File: src/rtl/acg_pkg.sv
// Shared widths, configuration type and rate-code decode for the clock generator.
// Assumes every rate pair uses ratios that are whole multiples of each other.
package acg_pkg;
    localparam int FRAME_BCLKS = 64;   // bit clocks per frame at the faster rate
    localparam int RSEL_W      = 4;
    localparam int HALF_W      = 5;    // holds the half bit-clock period in ticks
    localparam int POS_W       = 10;   // holds the longest frame in bit clocks

    typedef struct packed {
        logic [HALF_W-1:0] half;
        logic [POS_W-1:0]  rec_len;
        logic [POS_W-1:0]  play_len;
    } rate_cfg_t;

    // Build a configuration from two ratios given in units of 128 master ticks.
    function automatic rate_cfg_t make_cfg(input int rec_m, input int play_m);
        rate_cfg_t c;
        int mn;
        int rl;
        int pl;
        mn = (rec_m < play_m) ? rec_m : play_m;
        rl = FRAME_BCLKS * rec_m / mn;
        pl = FRAME_BCLKS * play_m / mn;
        c.half     = mn[HALF_W-1:0];
        c.rec_len  = rl[POS_W-1:0];
        c.play_len = pl[POS_W-1:0];
        return c;
    endfunction

    // Map a rate code to its record/playback ratio pair.
    function automatic rate_cfg_t decode_rate(input logic [RSEL_W-1:0] code);
        case (code)
            4'd1:    return make_cfg(12, 2);
            4'd2:    return make_cfg(2, 12);
            4'd3:    return make_cfg(12, 12);
            4'd4:    return make_cfg(3, 3);
            4'd5:    return make_cfg(1, 1);
            4'd6:    return make_cfg(6, 6);
            4'd7:    return make_cfg(4, 4);
            4'd8:    return make_cfg(8, 8);
            4'd9:    return make_cfg(2, 4);
            4'd10:   return make_cfg(4, 2);
            4'd11:   return make_cfg(2, 6);
            default: return make_cfg(2, 2);
        endcase
    endfunction
endpackage

File: src/rtl/acg_tick_gen.sv
// Produces the master tick enable: every edge, or every second edge when halving.
// Assumes the halve select is quasi-static.
module acg_tick_gen (
    input  logic clk,
    input  logic rst_n,
    input  logic halve,
    output logic tick
);
    logic phase_q;

    // Alternate phase while halving so that every second edge is a tick.
    always_ff @(posedge clk) begin
        if (!rst_n) phase_q <= 1'b0;
        else        phase_q <= halve ? ~phase_q : 1'b0;
    end

    assign tick = ~halve | phase_q;
endmodule

File: src/rtl/acg_bclk_gen.sv
// Bit-clock divider: toggles every 'half' ticks and flags the falling edge.
// Assumes 'half' is at least 1 and changes only in a falling-edge cycle.
module acg_bclk_gen #(
    parameter int HALF_W = 5
) (
    input  logic              clk,
    input  logic              rst_n,
    input  logic              tick,
    input  logic [HALF_W-1:0] half,
    output logic              bclk,
    output logic              fall_evt
);
    logic [HALF_W-1:0] cnt_q;
    logic              last;

    assign last     = (cnt_q == half - HALF_W'(1));
    assign fall_evt = tick & last & bclk;

    // Count ticks within a half period and flip the bit clock at its end.
    always_ff @(posedge clk) begin
        if (!rst_n) begin
            cnt_q <= '0;
            bclk  <= 1'b0;
        end else if (tick) begin
            if (last) begin
                cnt_q <= '0;
                bclk  <= ~bclk;
            end else begin
                cnt_q <= cnt_q + HALF_W'(1);
            end
        end
    end
endmodule

File: src/rtl/acg_frame_div.sv
// Frame-clock divider stepped on each falling bit clock; low half then high half.
// Assumes 'len' is even and changes only while the position wraps.
module acg_frame_div #(
    parameter int POS_W = 10
) (
    input  logic             clk,
    input  logic             rst_n,
    input  logic             step,
    input  logic [POS_W-1:0] len,
    output logic             lrc,
    output logic             at_end
);
    logic [POS_W-1:0] pos_q;
    logic [POS_W-1:0] pos_nx;

    assign at_end = (pos_q == len - POS_W'(1));
    assign pos_nx = at_end ? '0 : pos_q + POS_W'(1);

    // Advance the frame position and derive the registered frame level.
    always_ff @(posedge clk) begin
        if (!rst_n) begin
            pos_q <= '0;
            lrc   <= 1'b0;
        end else if (step) begin
            pos_q <= pos_nx;
            lrc   <= (pos_nx >= (len >> 1));
        end
    end
endmodule

File: src/rtl/acg_clkgen.sv
// Top of the audio sample-rate clock generator: tick, bit clock, two frame
// dividers, rate loading at common frame boundaries, and output gating.
// Assumes a single master clock domain; outputs are driven only in master mode.
module acg_clkgen
    import acg_pkg::*;
(
    input  logic              mclk,
    input  logic              rst_n,
    input  logic              mclk_halve,
    input  logic [RSEL_W-1:0] rate_sel,
    input  logic              master_en,
    input  logic              adc_en,
    input  logic              dac_en,
    input  logic              lrc_share,
    output logic              bclk_o,
    output logic              bclk_oe,
    output logic              adc_lrc_o,
    output logic              adc_lrc_oe,
    output logic              dac_lrc_o,
    output logic              dac_lrc_oe
);
    localparam int NPATH = 2;   // 0 = record, 1 = playback

    logic             tick;
    logic             bclk_int;
    logic             fall_evt;
    rate_cfg_t        cfg_q;
    logic [POS_W-1:0] len_v [NPATH];
    logic [NPATH-1:0] lrc_v;
    logic [NPATH-1:0] end_v;
    logic             load;
    logic             master_q;
    logic [NPATH-1:0] gate_q;
    logic [NPATH-1:0] gate_nx;

    acg_tick_gen u_tick (
        .clk   (mclk),
        .rst_n (rst_n),
        .halve (mclk_halve),
        .tick  (tick)
    );

    acg_bclk_gen #(.HALF_W(HALF_W)) u_bclk (
        .clk      (mclk),
        .rst_n    (rst_n),
        .tick     (tick),
        .half     (cfg_q.half),
        .bclk     (bclk_int),
        .fall_evt (fall_evt)
    );

    assign len_v[0] = cfg_q.rec_len;
    assign len_v[1] = cfg_q.play_len;

    for (genvar p = 0; p < NPATH; p++) begin : g_path
        acg_frame_div #(.POS_W(POS_W)) u_div (
            .clk    (mclk),
            .rst_n  (rst_n),
            .step   (fall_evt),
            .len    (len_v[p]),
            .lrc    (lrc_v[p]),
            .at_end (end_v[p])
        );
    end

    assign load = fall_evt & (&end_v);

    // Hold the active rate; reload it only where both frames wrap together.
    always_ff @(posedge mclk) begin
        if (!rst_n)    cfg_q <= decode_rate(rate_sel);
        else if (load) cfg_q <= decode_rate(rate_sel);
    end

    // Per-path gate: own converter, or either converter in sharing mode.
    always_comb begin
        gate_nx[0] = master_en & (lrc_share ? (adc_en | dac_en) : adc_en);
        gate_nx[1] = master_en & (lrc_share ? (adc_en | dac_en) : dac_en);
    end

    // Register the drive decisions so enables change cleanly on a clock edge.
    always_ff @(posedge mclk) begin
        if (!rst_n) begin
            master_q <= 1'b0;
            gate_q   <= '0;
        end else begin
            master_q <= master_en;
            gate_q   <= gate_nx;
        end
    end

    assign bclk_oe    = master_q;
    assign bclk_o     = bclk_int & master_q;
    assign adc_lrc_oe = gate_q[0];
    assign adc_lrc_o  = lrc_v[0] & gate_q[0];
    assign dac_lrc_oe = gate_q[1];
    assign dac_lrc_o  = lrc_v[1] & gate_q[1];
endmodule

File: config.mk
export PLATFORM = sky130hd
export DESIGN_NAME = acg_clkgen
export DESIGN_NICKNAME = d
export VERILOG_FILES = /design/src/rtl/acg_pkg.sv /design/src/rtl/acg_tick_gen.sv /design/src/rtl/acg_bclk_gen.sv /design/src/rtl/acg_frame_div.sv /design/src/rtl/acg_clkgen.sv
export SDC_FILE = /design/constraint.sdc
export NUM_CORES = 1
export LEC_CHECK = 0
export ABC_CLOCK_PERIOD_IN_PS = 3730
export BUFFER_PORTS_ARGS = -buffer_cell sky130_fd_sc_hd__buf_2
export CORE_MARGIN = 2
export CORE_UTILIZATION = 60
export DETAILED_ROUTE_END_ITERATION = 10
export GPL_TIMING_DRIVEN = 0
export PLACE_DENSITY = 0.82
export SLEW_MARGIN = 0
export SYNTH_ARGS = -nofsm -noshare
export SYNTH_HDL_FRONTEND = slang
export SYNTH_SLANG_ARGS = --single-unit
File: constraint.sdc
create_clock -name mclk -period 3.73 [get_ports mclk]
set_input_delay 0.1865 -clock mclk [delete_from_list [all_inputs] [get_ports mclk]]
set_output_delay 0.1865 -clock mclk [all_outputs]
set_load 0.05 [all_outputs]
==> results.json, run 1 <==
{
  "min_period_over_period": 0.8404,
  "max-cap-violations": 0,
  "pwr_density_cell_nw_per_um2": 330.8,
  "cts_sinks": 42,
  "finalSetupViolCount": 0,
  "fp.dieW_um": 68.00,
  "syn2layout_area_growth_pct": 8.707,
  "avgSynthCellArea_um2": 8.330,
  "wirelength_mm": 4.981,
  "slew_headroom": 0.3945,
  "ys_ff_latch": 42,
  "rsz0062_at_grt": "false",
  "hpwl_mm": 3.698,
  "critPathMaxFanout": 10,
  "cts_tree": "done",
  "r2r_slack_ns": 0.60,
  "cts_root_buf": "clkbuf_8",
  "die_h_um": 68.00,
  "io_buffers": 13,
  "clockBufferDepth": 2,
  "setup_ws_ns": 0.5953,
  "final-hold-violation-count": 0,
  "fill_cells": 325,
  "cts_resized": 0,
  "fin_crit_ns": 3.135,
  "tightest_slew_ns": 0.9021,
  "vias": 2055,
  "synth_edf_count": 10,
  "worstSkewPairLatency_ns": 0.30,
  "grt_usage": 0.2400,
  "multiInputGateArea_um2": 1411,
  "grt_max_degree": 14,
  "gr-total-overflow": 0,
  "nNetsFinal": 338,
  "htreeDepth": 2,
  "synth_area_leaders": "dfxtp_1, edfxtp_1, ha_1",
  "cp.arrival_ns": 3.06,
  "ios": 17,
  "worst_path_max_delay_cell": "o21ai_1",
  "post_cts_buffers": 0,
  "synth.top_cell.area_share": 0.2607,
  "grt_pass1_wl_mm": 8.204,
  "p_leak_uw": 0.001007,
  "yosysUniqueCellTypes": 41,
  "async_reset_ff_frac": 0,
  "antenna_cells": 0,
  "gp_congestion": 0.8419,
  "slew_viol_final": 0,
  "grt_pass1_vias": 1831,
  "fin_tns_setup_ns": 0,
  "status": "completed",
  "max_freq_ghz": 0.3190,
  "clk_pin_slew_ns": 0.08,
  "worstPathCellList": "inv_1, ha_1, xor2_1, o32ai_1, o211ai_1, or2_0, clkbuf_2, clkbuf_1, o21ai_1",
  "ys_seq_area_frac": 0.3829,
  "drtIter0Drc": 85,
  "antenna_left": 0,
  "finalCoreUtilization": 0.6727,
  "coreArea_um2": 3971,
  "crit_path_max_incr_delay_ns": 0.77,
  "firstDrtPassIters": 4,
  "fin_skew_ns": 0.009172,
  "drc": 0,
  "synthCells": 295,
  "start_util": 0.6188,
  "postPlaceCellArea_um2": 2585,
  "fin_area_um2": 2671,
  "synthFlopType": "dfxtp_1",
  "mappedNetlistNets": 318,
  "final_layout_size_suffix_gt1_frac": 0.07278,
  "ir_drop_v": 0.0002530,
  "drt-wirelength-per-cell_um": 13.61,
  "num_rows": 23,
  "post_drt_via_cell_ratio": 5.615,
  "seq_area_um2": 940.9,
  "hold_path_class": "in2reg",
  "end_kind": "register",
  "crit_type": "reg2reg",
  "holdWs_ns": 0.1083,
  "yosysWarningCount": 0,
  "preCtsSetupSlack_ns": 0.2377,
  "synth_area_um2": 2457,
  "final_common_cell": "nor2_1",
  "cts_buffers": 5,
  "final_cell_mix": "nor2_1, nand2_1, dfxtp_1",
  "die_area_um2": 4623,
  "worstPathRequired_ns": 3.66,
  "cp-start-kind": "register",
  "antenna_found_initial": 0,
  "cts_hold_buf": 0,
  "synth_top_area_cell": "dfxtp_1"
}
## synthesized netlist by cell type, types with 3 or more instances
library cell and number:
inv_1 15, o21ai_0 12, nor4b_1 3, nand4_1 3, mux2i_1 5, nand2b_1 7
nor3_1 12, dfxtp_1 32, edfxtp_1 10, o211ai_1 3, nor4_1 3, nor2_1 33
nor2b_1 6, xor2_1 14, ha_1 12, nand3_1 10, and2_1 4, clkbuf_1 9
nand2_1 32, nand3b_1 5, xnor2_1 17, a21oi_1 20, and4_1 4
## metal layers
layer | GRT usage | share of wire
met5 | 0 | 0
met2 | 0.4296 | 0.50
met4 | 0.09250 | 0.018
met1 | 0.2771 | 0.45
met3 | 0.05263 | 0.032
## final timing paths
check                           startpoint  cells past startpoint                       end
setup / recovery                 cfg_q[20]                      9                 cfg_q[17]
hold / removal                   master_en                      3                   bclk_oe
setup reg to reg                 cfg_q[20]                      9                 cfg_q[17]
hold reg to reg   g_path[1].u_div.pos_q[1]                      2  g_path[1].u_div.pos_q[1]
## flip-flops by register name, indices dropped and copies added, names as in the netlist
register            cells
g_path.u_div.lrc        2
gate_q                  2
u_bclk.cnt_q            5
u_bclk.bclk             1
u_tick.phase_q          1
bclk_oe                 1
g_path.u_div.pos_q     20
cfg_q                  10
## cell families after synthesis
logic type / count (synthesis) / share of synthesized area
AO/OA/AOI/OAI: 47 / 0.1120
XOR/XNOR: 31 / 0.1105
adder cells (fa/ha/maj): 12 / 0.06110
buffers and inverters: 27 / 0.04277
flip-flops: 42 / 0.3829
multiplexers: 5 / 0.02037
AND/OR/NAND/NOR: 131 / 0.2704
## where the power goes
group | switching [uW] | leakage [uW] | internal (uW)
clock network | 163 | 0.0000452 | 132
registers | 13.5 | 0.000356 | 481
logic | 56.1 | 0.000606 | 37.8
total | 233 | 0.00101 | 651
## metrics by stage
stage,power [uW],cells
2_1_floorplan,572.8,295
3_3_place_gp,594.1,358
3_5_place_dp,598.0,358
4_1_cts,888.0,366
5_1_grt,922.5,366
6_report,883.8,366
## worst max-delay path: cells and delay by family (launching register included)
| kind | cells | cell delay [ns] |
|---|---|---|
| buffers and inverters | 3 | 0.47 |
| xor gates and xnor gates | 1 | 0.17 |
| and+or+nand+nor | 1 | 0.22 |
| adders and majority gates | 1 | 0.24 |
| AOI/OAI and AO/OA | 3 | 1.25 |
| DFF | 1 | 0.40 |
## area by class of cell
cell class	count	area share
Inverter	15	0.02108
Timing Repair Buffer	13	0.02436
Tap cell	50	0.02342
Buffer	12	0.01827
Multi-Input combinational cell	226	0.5283
Clock buffer	6	0.02717
Sequential cell	42	0.3522
Clock inverter	2	0.005152
Power figures use the tool's default switching activity.
==> run 2: changes to the inputs <==
--- a/config.mk
+++ b/config.mk
@@ -5,13 +5,13 @@
 export SDC_FILE = /design/constraint.sdc
 export NUM_CORES = 1
 export LEC_CHECK = 0
-export ABC_CLOCK_PERIOD_IN_PS = 3730
+export ABC_CLOCK_PERIOD_IN_PS = 2850
 export BUFFER_PORTS_ARGS = -buffer_cell sky130_fd_sc_hd__buf_2
 export CORE_MARGIN = 2
-export CORE_UTILIZATION = 60
+export CORE_UTILIZATION = 54
 export DETAILED_ROUTE_END_ITERATION = 10
 export GPL_TIMING_DRIVEN = 0
-export PLACE_DENSITY = 0.82
+export PLACE_DENSITY = 0.78
 export SLEW_MARGIN = 0
 export SYNTH_ARGS = -nofsm -noshare
 export SYNTH_HDL_FRONTEND = slang
==> constraint.sdc (replaced) <==
create_clock -name mclk -period 2.85 [get_ports mclk]
set_input_delay 0.1425 -clock mclk [delete_from_list [all_inputs] [get_ports mclk]]
set_output_delay 0.1425 -clock mclk [all_outputs]
set_load 0.05 [all_outputs]
==> results.json, run 2 (synthesis results as in run 1) <==
{
  "htreeDepth": 2,
  "total_power_uw": 1178,
  "num_rows": 24,
  "cts_buffers": 5,
  "p_leak_uw": 0.001034,
  "ios": 17,
  "gr-total-overflow": 0,
  "worstSkewPairLatency_ns": 0.30,
  "grt_usage": 0.2140,
  "cp.arrival_ns": 2.87,
  "finalSetupViolCount": 0,
  "cts_hold_buf": 0,
  "regMostFlops": "g_path.u_div.pos_q",
  "max_freq_ghz": 0.3708,
  "cp-start-kind": "register",
  "cts_tree": "done",
  "vias": 2104,
  "grt_pass1_vias": 1897,
  "final_cell_mix": "nor2_1, nand2_1, dfxtp_1",
  "final-hold-violation-count": 0,
  "nNetsFinal": 341,
  "clk_pin_slew_ns": 0.08,
  "gp_congestion": 0.9222,
  "setup_ws_ns": 0.1533,
  "start_util": 0.5605,
  "path_buf_inv": 1,
  "syn2layout_area_growth_pct": 11.76,
  "fill_cells": 372,
  "cp.depth": 11,
  "die_h_um": 71.46,
  "clockBufferDepth": 2,
  "holdPathStages": 3,
  "drtIter0Drc": 94,
  "cts_sinks": 42,
  "min_period_over_period": 0.9462,
  "rsz0062_at_grt": "false",
  "cp_common_cell": "ha_1",
  "wirelength_mm": 5.122,
  "holdWs_ns": 0.06976,
  "worstPathCellList": "inv_1, ha_1, xor2_1, or4b_1, a21oi_4, nor2_1, ha_1, nor2b_1, o21ai_0, nor4b_2, a21oi_1",
  "largest_register_ffs": 20,
  "final_layout_size_suffix_gt1_frac": 0.09404,
  "grt_max_degree": 14,
  "reg2reg_depth": 11,
  "ir_drop_v": 0.0003403,
  "cp_top_family": "simple AND/OR/NAND/NOR gates",
  "worst_path_max_delay_cell": "or4b_1",
  "antenna_left": 0,
  "end_kind": "register",
  "reg.largest.list": "g_path.u_div.pos_q x20, cfg_q x10, u_bclk.cnt_q x5",
  "crit_type": "reg2reg",
  "pwr_density_cell_nw_per_um2": 428.8,
  "status": "completed",
  "fin_skew_ns": 0.005982,
  "fin_crit_ns": 2.697,
  "slew_viol_final": 0,
  "fin_tns_setup_ns": 0,
  "post_drt_via_cell_ratio": 5.671,
  "slew_headroom": 0.6254,
  "io_buffers": 13,
  "cts_root_buf": "clkbuf_8",
  "grt_pass1_wl_mm": 8.680,
  "fp.dieW_um": 71.46,
  "final_common_cell": "nor2_1",
  "drc": 0,
  "antenna_cells": 0,
  "coreArea_um2": 4384,
  "crit_path_max_incr_delay_ns": 0.55,
  "tightest_slew_ns": 0.5598,
  "drt-wirelength-per-cell_um": 13.81,
  "hold_path_class": "in2reg",
  "antenna_found_initial": 0,
  "worstPathRequired_ns": 3.03,
  "critPathMaxFanout": 4,
  "hpwl_mm": 3.663,
  "firstDrtPassIters": 4,
  "preCtsSetupSlack_ns": -0.5950,
  "die_area_um2": 5107,
  "max-cap-violations": 0
}
[run 2: cell type report]
type / instances / area, um^2 / area share
inverter: 15 / 56.30 / 0.02050
timing repair buffer: 16 / 100.1 / 0.03645
tap: 52 / 65.06 / 0.02369
buffer: 12 / 48.80 / 0.01777
multi-input combinational: 226 / 1440 / 0.5244
clock inverter: 2 / 12.51 / 0.004556
sequential: 42 / 940.9 / 0.3426
clock buffer: 6 / 82.58 / 0.03007
[run 2: worst min-delay path, delay by kind of cell]
kind                   cells  cell delay (ns)
AOI/OAI and AO/OA          1             0.04
buffers and inverters      1             0.09
and+or+nand+nor            1             0.07
[run 2: metal layers]
layer,vias up,share of wire,routed length (um),track usage
li1,1068,-,-,-
met1,967,0.47,2383,0.2830
met2,57,0.47,2411,0.3447
met3,12,0.045,231,0.05204
met4,0,0.019,96,0.07128
met5,-,0,0,0
[run 2: path summary, 6_finish.rpt]
kind / end / startpoint / slack, ns
max: g_path[1].u_div.lrc / cfg_q[7] / 0.15
min: gate_q[0] / adc_en / 0.07
max reg2reg: g_path[1].u_div.lrc / cfg_q[7] / 0.15
min reg2reg: g_path[1].u_div.pos_q[1] / g_path[1].u_div.pos_q[1] / 0.50
[run 2: timing repair]
| action | in CTS | in global routing |
|---|---|---|
| gates resized for setup | 4 | 2 |
| pin swaps | 0 | 2 |
| setup endpoints to repair | 11 | 11 |
| setup buffers | 1 | 2 |
[run 2: power breakdown]
part	total [uW]	switching (uW)	internal (uW)
clock network	399	205	195
logic	132	78.1	54.1
registers	646	17.2	629
[run 2: metrics by stage]
stage	utilization	cell area, um^2	cells
2_1_floorplan	-	2457	295
3_3_place_gp	0.5902	2587	360
3_5_place_dp	0.5902	2587	360
4_1_cts	0.6170	2705	369
5_1_grt	0.6264	2746	371
6_report	0.6264	2746	371
